**src/rtl/sio_cfg_pkg.sv**
```systemverilog
package sio_cfg_pkg;

  localparam int REG_W   = 8;
  localparam int NUM_REG = 3;
  localparam int STRAP_W = 5;
  localparam int IO_W    = 16;
  localparam int IRQ_W   = 4;
  localparam int NUM_UART = 2;

  typedef enum logic [1:0] {
    HS_ID   = 2'd0,
    HS_ZERO = 2'd1,
    HS_IDX  = 2'd2
  } hs_step_e;

  typedef struct packed {
    logic [7:0] pwr;
    logic [7:0] addr;
    logic [7:0] en;
  } cfg_regs_t;

  // address-register preset, entry 31 in the top byte
  localparam logic [255:0] ADDR_PRESET =
    256'h1010_3824_3911_1110_2439_1110_0001_0100_2439_1110_0808_0901_0100_3824_3911_1110;

  function automatic logic [7:0] preset_en(input logic [STRAP_W-1:0] s);
    logic [7:0] v;
    if (s <= 5'd5)       v = 8'h4F;
    else if (s <= 5'd11) v = 8'h4B;
    else if (s <= 5'd15) v = 8'h0F;
    else if (s <= 5'd19) v = 8'h49;
    else if (s <= 5'd23) v = 8'h07;
    else if (s <= 5'd29) v = 8'h47;
    else if (s == 5'd30) v = 8'h08;
    else                 v = 8'h00;
    return v;
  endfunction

  function automatic logic [7:0] preset_addr(input logic [STRAP_W-1:0] s);
    return ADDR_PRESET[8*s +: 8];
  endfunction

  function automatic logic [7:0] preset_pwr(input logic [STRAP_W-1:0] s);
    return (s == 5'd31) ? 8'h02 : 8'h00;
  endfunction

endpackage

```
**src/rtl/sio_cfg_bus.sv**
```systemverilog
module sio_cfg_bus
  import sio_cfg_pkg::*;
#(
  parameter int RW = REG_W,
  parameter int SW = STRAP_W,
  parameter int NR = NUM_REG,
  parameter logic [RW-1:0] ID_BYTE = 8'h88
) (
  input  logic          clk,
  input  logic          rst_n,
  input  logic [SW-1:0] strap,
  input  logic          bus_a0,
  input  logic          rd_en,
  input  logic          wr_en,
  input  logic [RW-1:0] wdata,
  output logic [RW-1:0] rdata,
  output logic          rdata_vld,
  output cfg_regs_t     regs,
  output logic          upd,
  output logic [RW-1:0] sel_idx
);

  logic          load_q;
  cfg_regs_t     regs_q, regs_d;
  logic [RW-1:0] idx_q, idx_d;
  hs_step_e      step_q, step_d;
  logic          upd_q, upd_d;
  logic [RW-1:0] rdata_q, rdata_d;
  logic          vld_q;
  logic          idx_ok;
  logic [RW-1:0] reg_rd;

  assign idx_ok = (idx_q < RW'(NR));

  always_comb begin
    unique case (idx_q[1:0])
      2'd0:    reg_rd = regs_q.en;
      2'd1:    reg_rd = regs_q.addr;
      default: reg_rd = regs_q.pwr;
    endcase
  end

  always_comb begin
    regs_d  = regs_q;
    idx_d   = idx_q;
    step_d  = step_q;
    upd_d   = 1'b0;
    rdata_d = rdata_q;
    if (rd_en) begin
      if (!bus_a0) begin
        unique case (step_q)
          HS_ID: begin
            rdata_d = ID_BYTE;
            step_d  = HS_ZERO;
          end
          HS_ZERO: begin
            rdata_d = '0;
            step_d  = HS_IDX;
          end
          default: rdata_d = idx_q;
        endcase
      end else begin
        rdata_d = idx_ok ? reg_rd : '0;
      end
    end
    if (wr_en && !bus_a0) begin
      idx_d  = wdata;
      step_d = HS_IDX;
    end
    if (load_q) begin
      regs_d.en   = preset_en(strap);
      regs_d.addr = preset_addr(strap);
      regs_d.pwr  = preset_pwr(strap);
      upd_d       = 1'b1;
    end else if (wr_en && bus_a0 && idx_ok) begin
      unique case (idx_q[1:0])
        2'd0:    regs_d.en   = wdata;
        2'd1:    regs_d.addr = wdata;
        default: regs_d.pwr  = wdata;
      endcase
      upd_d = 1'b1;
    end
  end

  always_ff @(posedge clk or negedge rst_n) begin
    if (!rst_n) begin
      load_q  <= 1'b1;
      regs_q  <= '0;
      idx_q   <= '0;
      step_q  <= HS_ID;
      upd_q   <= 1'b0;
      rdata_q <= '0;
      vld_q   <= 1'b0;
    end else begin
      load_q <= 1'b0;
      upd_q  <= upd_d;
      vld_q  <= rd_en;
      if (upd_d)  regs_q  <= regs_d;
      if (wr_en)  idx_q   <= idx_d;
      if (rd_en || wr_en) step_q <= step_d;
      if (rd_en)  rdata_q <= rdata_d;
    end
  end

  assign rdata     = rdata_q;
  assign rdata_vld = vld_q;
  assign regs      = regs_q;
  assign upd       = upd_q;
  assign sel_idx   = idx_q;

endmodule

```
**src/rtl/sio_cfg_decode.sv**
```systemverilog
module sio_cfg_decode
  import sio_cfg_pkg::*;
#(
  parameter int IOW = IO_W,
  parameter int IQW = IRQ_W,
  parameter int NU  = NUM_UART
) (
  input  logic              clk,
  input  logic              rst_n,
  input  cfg_regs_t         regs,
  input  logic              upd,
  output logic              cfg_changed,
  output logic              par_en,
  output logic [IOW-1:0]    par_base,
  output logic [IQW-1:0]    par_irq,
  output logic [NU-1:0]     uart_en,
  output logic [NU*IOW-1:0] uart_base,
  output logic [NU*IQW-1:0] uart_irq,
  output logic              fdc_en,
  output logic [IOW-1:0]    fdc_base,
  output logic [IQW-1:0]    fdc_irq,
  output logic              ide_en,
  output logic [IOW-1:0]    ide_base,
  output logic [IOW-1:0]    ide_alt_base,
  output logic [IQW-1:0]    ide_irq
);

  localparam logic [IOW-1:0] IDE_ALT_OFS = IOW'(16'h0206);

  function automatic logic [IOW-1:0] uart_map(input logic [1:0] code, input logic [1:0] row);
    logic [IOW-1:0] b;
    unique case ({code, row})
      4'b00_00, 4'b00_01, 4'b00_10, 4'b00_11: b = IOW'(16'h03F8);
      4'b01_00, 4'b01_01, 4'b01_10, 4'b01_11: b = IOW'(16'h02F8);
      4'b10_00: b = IOW'(16'h03E8);
      4'b10_01: b = IOW'(16'h0338);
      4'b10_10: b = IOW'(16'h02E8);
      4'b10_11: b = IOW'(16'h0220);
      4'b11_00: b = IOW'(16'h02E8);
      4'b11_01: b = IOW'(16'h0238);
      4'b11_10: b = IOW'(16'h02E0);
      default:  b = IOW'(16'h0228);
    endcase
    return b;
  endfunction

  logic [IOW-1:0] par_base_d;
  logic [IQW-1:0] par_irq_d;
  logic [IOW-1:0] fdc_base_d, ide_base_d;
  logic [NU*IOW-1:0] uart_base_d;
  logic [NU*IQW-1:0] uart_irq_d;

  always_comb begin
    unique case (regs.addr[1:0])
      2'd0: begin
        par_base_d = IOW'(16'h0378);
        par_irq_d  = regs.pwr[3] ? IQW'(7) : IQW'(5);
      end
      2'd1: begin
        par_base_d = IOW'(16'h03BC);
        par_irq_d  = IQW'(7);
      end
      2'd2: begin
        par_base_d = IOW'(16'h0278);
        par_irq_d  = IQW'(5);
      end
      default: begin
        par_base_d = '0;
        par_irq_d  = '0;
      end
    endcase
    fdc_base_d = regs.en[5] ? IOW'(16'h0370) : IOW'(16'h03F0);
    ide_base_d = regs.en[7] ? IOW'(16'h0170) : IOW'(16'h01F0);
  end

  for (genvar u = 0; u < NU; u++) begin : g_uart
    logic [1:0] code;
    assign code = regs.addr[2*u+3 -: 2];
    assign uart_base_d[u*IOW +: IOW] = uart_map(code, regs.addr[7:6]);
    assign uart_irq_d[u*IQW +: IQW]  = code[0] ? IQW'(3) : IQW'(4);
  end

  always_ff @(posedge clk or negedge rst_n) begin
    if (!rst_n) begin
      cfg_changed  <= 1'b0;
      par_en       <= 1'b0;
      par_base     <= '0;
      par_irq      <= '0;
      uart_en      <= '0;
      uart_base    <= '0;
      uart_irq     <= '0;
      fdc_en       <= 1'b0;
      fdc_base     <= '0;
      fdc_irq      <= '0;
      ide_en       <= 1'b0;
      ide_base     <= '0;
      ide_alt_base <= '0;
      ide_irq      <= '0;
    end else begin
      cfg_changed <= upd;
      if (upd) begin
        par_en       <= regs.en[0];
        par_base     <= par_base_d;
        par_irq      <= par_irq_d;
        uart_en      <= regs.en[NU:1];
        uart_base    <= uart_base_d;
        uart_irq     <= uart_irq_d;
        fdc_en       <= regs.en[3];
        fdc_base     <= fdc_base_d;
        fdc_irq      <= IQW'(6);
        ide_en       <= regs.en[6];
        ide_base     <= ide_base_d;
        ide_alt_base <= ide_base_d + IDE_ALT_OFS;
        ide_irq      <= IQW'(14);
      end
    end
  end

endmodule

```
**src/rtl/sio_cfg_port.sv**
```systemverilog
module sio_cfg_port
  import sio_cfg_pkg::*;
(
  input  logic                   clk,
  input  logic                   rst_n,
  input  logic [STRAP_W-1:0]     strap,
  input  logic                   bus_a0,
  input  logic                   rd_en,
  input  logic                   wr_en,
  input  logic [REG_W-1:0]       wdata,
  output logic [REG_W-1:0]       rdata,
  output logic                   rdata_vld,
  output logic                   cfg_changed,
  output logic                   par_en,
  output logic [IO_W-1:0]        par_base,
  output logic [IRQ_W-1:0]       par_irq,
  output logic [NUM_UART-1:0]    uart_en,
  output logic [NUM_UART*IO_W-1:0]  uart_base,
  output logic [NUM_UART*IRQ_W-1:0] uart_irq,
  output logic                   fdc_en,
  output logic [IO_W-1:0]        fdc_base,
  output logic [IRQ_W-1:0]       fdc_irq,
  output logic                   ide_en,
  output logic [IO_W-1:0]        ide_base,
  output logic [IO_W-1:0]        ide_alt_base,
  output logic [IRQ_W-1:0]       ide_irq
);

  cfg_regs_t        regs;
  logic             upd;
  logic [REG_W-1:0] sel_idx;

  sio_cfg_bus u_bus (
    .clk       (clk),
    .rst_n     (rst_n),
    .strap     (strap),
    .bus_a0    (bus_a0),
    .rd_en     (rd_en),
    .wr_en     (wr_en),
    .wdata     (wdata),
    .rdata     (rdata),
    .rdata_vld (rdata_vld),
    .regs      (regs),
    .upd       (upd),
    .sel_idx   (sel_idx)
  );

  sio_cfg_decode u_dec (
    .clk          (clk),
    .rst_n        (rst_n),
    .regs         (regs),
    .upd          (upd),
    .cfg_changed  (cfg_changed),
    .par_en       (par_en),
    .par_base     (par_base),
    .par_irq      (par_irq),
    .uart_en      (uart_en),
    .uart_base    (uart_base),
    .uart_irq     (uart_irq),
    .fdc_en       (fdc_en),
    .fdc_base     (fdc_base),
    .fdc_irq      (fdc_irq),
    .ide_en       (ide_en),
    .ide_base     (ide_base),
    .ide_alt_base (ide_alt_base),
    .ide_irq      (ide_irq)
  );

endmodule

```
**config.mk**
```make
export PLATFORM = sky130hd
export DESIGN_NAME = sio_cfg_port
export DESIGN_NICKNAME = d
export VERILOG_FILES = /design/src/rtl/sio_cfg_pkg.sv /design/src/rtl/sio_cfg_bus.sv /design/src/rtl/sio_cfg_decode.sv /design/src/rtl/sio_cfg_port.sv
export SDC_FILE = /design/constraint.sdc
export NUM_CORES = 1
export LEC_CHECK = 0
export BUFFER_PORTS_ARGS = -buffer_cell sky130_fd_sc_hd__buf_2
export CAP_MARGIN = 15
export CORE_MARGIN = 2
export CORE_UTILIZATION = 27
export CTS_BUF_LIST = sky130_fd_sc_hd__clkbuf_8
export CTS_CLUSTER_DIAMETER = 120
export DETAILED_ROUTE_END_ITERATION = 6
export PLACE_DENSITY_LB_ADDON = 0.12
export SLEW_MARGIN = 10
export SYNTH_ARGS = -nofsm -noshare
export SYNTH_HDL_FRONTEND = slang
export SYNTH_SLANG_ARGS = --single-unit
```
**constraint.sdc**
```tcl
create_clock -name clk -period 3.07 [get_ports clk]
set_input_delay 0.1535 -clock clk [delete_from_list [all_inputs] [get_ports clk]]
set_output_delay 0.1535 -clock clk [all_outputs]
set_load 0.005 [all_outputs]
```
==> results by stage <==
Timing:
- The final number of hold-violating endpoints came to 0.
- The maximum frequency from static timing analysis is around 500 MHz.
- Setup repair after global routing left no endpoint under its margin.
- At the pin with the least slew margin, the transition time is 1.028 ns.
- For the final routed database, the setup TNS stands at 0 ns.
- The final number of max-transition violations was 0.
- The minimum clock period after layout is about 2 ns.
- Between clock sinks in the finished design, the worst skew comes to roughly 0.0095 ns.
- Setup violations remaining at the end of the flow were counted as 0.
- The worst hold margin is roughly 0.086 ns.
- Of the available clock period, the critical path in the final layout requires 0.6534.
- The worst-case headroom to the max-slew limit is 0.3146.

Clocking:
- The number of buffers created by CTS is 9.
- The longest clock path from root to sink contains 2 buffers.
- The clock tree from TritonCTS is yes.
- The number of levels the H-tree was split into is 3.
- The number of post-CTS setup repair buffers is 0.
- The clock network latency to the later pin of the worst-skew pair is around 0.36 ns.
- The clock sink count is roughly 70.
- In this run the clock root is driven by a clkbuf_8.
- The register clock-pin slew on the reported worst setup and hold paths is about 0.070 ns.
- The post-cts repair resize count is 0.

Synth:
- The proportion of synthesized chip area in sequential cells is 0.4219.
- Summing every instance area after synthesis gives approximately 4200 um^2.
- Averaged over all synthesized cells, the footprint is 10.08 um^2.
- The number of warnings reported in the yosys synthesis log is 0.
- The fraction of registers with async set or reset after synthesis is 1.000.
- The primary flip-flop cell chosen by synthesis mapping is dfrtp_1.
- The count of distinct cell types in the synthesized netlist is 47.
- Of the post-synthesis cell area, the dominant cell type holds 0.4157.
- In the synthesized netlist, the cells that appear most often are 97 x buf_4, 70 x dfrtp_1, 39 x mux2i_1.
- By area the synthesized netlist is led by dfrtp_1 42%, buf_4 17%, mux2i_1 9.3%.
- The largest area contributor in the netlist is dfrtp_1.
- In the post-synthesis netlist, the cell with the most instances is buf_4.
- The count of mapped cells out of synthesis is approximately 420.
- Yosys mapped a number of flops with a built-in enable equal to 0.
- The register bit count reported by yosys is a little over 70.

Global routing:
- The number of global-route vias before repair is about 2,600.
- Across every metal layer, demand over resource in global routing totals 0.1181.
- The number of antenna violations at the first check in global routing is 0.
- The first global-routing pass estimated 14,770 um of wire.
- The total grt overflow is 0.
- The pin count of the biggest net entering global routing is slightly above 70.

Critical path:
- The launching point of the worst reg2reg path is u_bus.sel_idx[0].
- Setup slack on the worst reg-to-reg path comes out at ~1.1 ns.
- On the worst path, the slowest cell contributes a delay of ~0.70 ns.
- The data required time of the critical path is approximately 3.3 ns.
- STA classifies the critical path endpoint as a register.
- The total buffers and inverters traversed by the critical path is 0.
- The critical path is of the register to register type.
- Traced cell by cell, the critical path runs through nor2b_1 > nand4_2 > mux2_2 > o22a_1.
- STA classifies the critical path startpoint as a register.
- In this run the critical register-to-register path is captured at u_bus.regs[8].
- For the worst flop-to-flop path, the logic depth is 4.
- Along the worst path, the maximum fanout reaches 13.
- The master of the slowest instance on the critical path is dfrtp_1.
- At the worst endpoint, the arrival time is roughly 2.3 ns.
- The cell class contributing the biggest share of worst-path delay is flip-flops.

Floorplanning:
- The top-level I/O count is approximately 150.
- The width of the die is about 130 um.
- The die height is approximately 130 um.
- The standard-cell row count is between 40 and 50.
- The die covers between 15,000 and 20,000 um^2.
- The starting density of the core is 0.2772.
- The placeable core region is about 15,000 um^2.

Detailed routing:
- The final routed wire length divided by cell count is approximately 14 um.
- The number of nets still failing antenna checks after routing is 0.
- The total length of routed wires is roughly 9500 um.
- For this run, the detailed router's first-pass iteration total came to 4.
- The detailed router placed ~2,800 vias in this run.
- The detail-routed via count per cell is between 4 and 5.
- In the routed design, unresolved DRC markers number 0.
- For this block, the initial DRC count from the detailed router was about 150.

Power:
- The static leakage is roughly 2.2 nW.
- The relative contribution of combinational cells to total power is 0.152.
- The net load switching power is between 600 and 700 uW.
- The register share of total power is 0.522.
- The worst vdd rail ir drop is about 0.17 mV.
- Of the total power, the share spent switching nets is 0.2892.
- Of the total power, the clock network draws 0.325.
- The internal power of the cells totals between 1.5 and 2 mW.
- The power density over cell area is 470.7 nW/um^2.

Cells and area:
- Compared with the post-synthesis result, the final layout area differs by 7.363%.
- In the final design database the tool counted between 400 and 500 nets.
- Of the cells placed in the final design, the portion with a size suffix greater than 1 is 0.2814.
- The final non-filler cell total is between 600 and 700.
- 0 antenna diodes ended up in the layout.

Placement:
- The count of buffers added on input and output ports is 87.
- Counting tap cells, the placed design contains a total of 640 instances.
- The detailed placement HPWL is 6868 um.
- The weighted congestion reported at the end of routability-driven placement is 0.7776.

Worst hold path:
- The worst-case hold path end point is u_bus.step_q[0].
- The classification of the worst-slack hold path is input port to register.
- The hold-critical path depth is 2.
- The startpoint identified for the worst hold timing path is bus_a0.

Flow run:
- The tool flagged a number of max-cap violations equal to 0.

Status:
- The flow ran to the end, and the final reports show no timing, DRC or antenna violations.
-- placed cells by master, fill, tap and decap left out, types with 7 or more instances in the layout --
| cell type | instances |
|---|---|
| a21oi_1 | 18 |
| a31oi_1 | 7 |
| buf_2 | 86 |
| clkbuf_8 | 12 |
| conb_1 | 62 |
| dfrtp_1 | 70 |
| inv_1 | 16 |
| mux2_2 | 21 |
| mux2i_1 | 39 |
| nand2_1 | 14 |
| nor2_1 | 37 |
| o21ai_0 | 16 |
-- how the worst max path moves through the flow --
stage / cells past startpoint / from / slack [ns] / end
finish: 4 / u_bus.sel_idx[0] / 1.06 / u_bus.regs[8]
global placement: 4 / u_bus.sel_idx[0] / 1.13 / u_bus.regs[8]
floorplan: 5 / u_bus.sel_idx[4] / 1.33 / u_bus.regs[0]
global route: 4 / u_bus.sel_idx[0] / 0.90 / u_bus.regs[8]
detailed placement: 4 / u_bus.sel_idx[0] / 1.08 / u_bus.regs[8]
CTS: 4 / u_bus.sel_idx[0] / 1.07 / u_bus.regs[8]
-- cell type report --
type | instances | area [um^2]
Fill cell | 1593 | 10680
Multi-Input combinational cell | 279 | 1815
Sequential cell | 71 | 1778
Timing Repair Buffer | 91 | 470.5
Tap cell | 188 | 235.2
Clock buffer | 12 | 165.2
Inverter | 12 | 45.04
Clock inverter | 4 | 15.01
-- worst register-to-register path, cell delays in order, from the launching register on --
cell     delay (ns)
dfrtp_1        0.70
nor2b_1        0.27
nand4_2        0.35
mux2_2         0.40
o22a_1         0.18
-- stage by stage --
stage	area [um^2]	power (mW)	setup slack [ns]	utilization
after global routing	4524	2.266	0.9008	0.2976
after CTS	4524	2.176	1.067	0.2976
after detailed placement	4334	1.461	1.079	0.2851
final	4524	2.130	1.064	0.2976
after floorplan	4443	1.367	1.333	-
after global placement	4334	1.455	1.134	0.2851
-- power groups by stage --
| stage | Clock [mW] | Sequential, mW | Combinational, mW |
|---|---|---|---|
| after detailed placement | 0 | 1.13 | 0.328 |
| after global routing | 0.765 | 1.13 | 0.371 |
| after CTS | 0.731 | 1.12 | 0.330 |
| final | 0.693 | 1.11 | 0.325 |
| after floorplan | 0 | 1.09 | 0.278 |
| after global placement | 0 | 1.13 | 0.326 |
-- kinds of logic (layout without fill, tap and decap cells) --
kind of cell,Yosys count,count (layout),share of synthesized area
buf+inv,129,119,0.2016
simple gates,80,80,0.09887
flops,71,71,0.4219
compound gates,65,65,0.09561
mux,62,62,0.1550
fa+ha+maj,6,6,0.01781
xor+xnor,4,4,0.008315
other cells,1,62,0.0008899
-- flip-flops by register name (all words and copies together), names as in the netlist --
register	cells
u_bus.sel_idx	8
u_bus.rdata_vld	1
u_bus.rdata	8
u_dec.par_base	3
u_dec.uart_irq	4
u_dec.cfg_changed	1
u_dec.par_irq	2
u_dec.uart_en	2
u_dec.ide_base	1
u_dec.fdc_base	1
u_dec.fdc_en	1
u_bus.regs	24
u_bus.step_q	2
u_dec.par_en	1
u_bus.upd	1
u_dec.uart_base	9
u_bus.load_q	1
u_dec.ide_en	1
-- layer usage --
layer  routed length, um  GRT usage
met5                   0          0
met4                 235    0.05882
met3                 542    0.02994
met2                4263     0.1743
met1                4462     0.1605
-- repair_timing --
| item | 4_1_cts | 5_1_grt |
|---|---|---|
| hold buffers | 1 | 0 |
| endpoints found under the hold margin | 70 | 0 |
| endpoints found under the setup margin | 0 | 0 |
(Power assumes the default switching activity.)
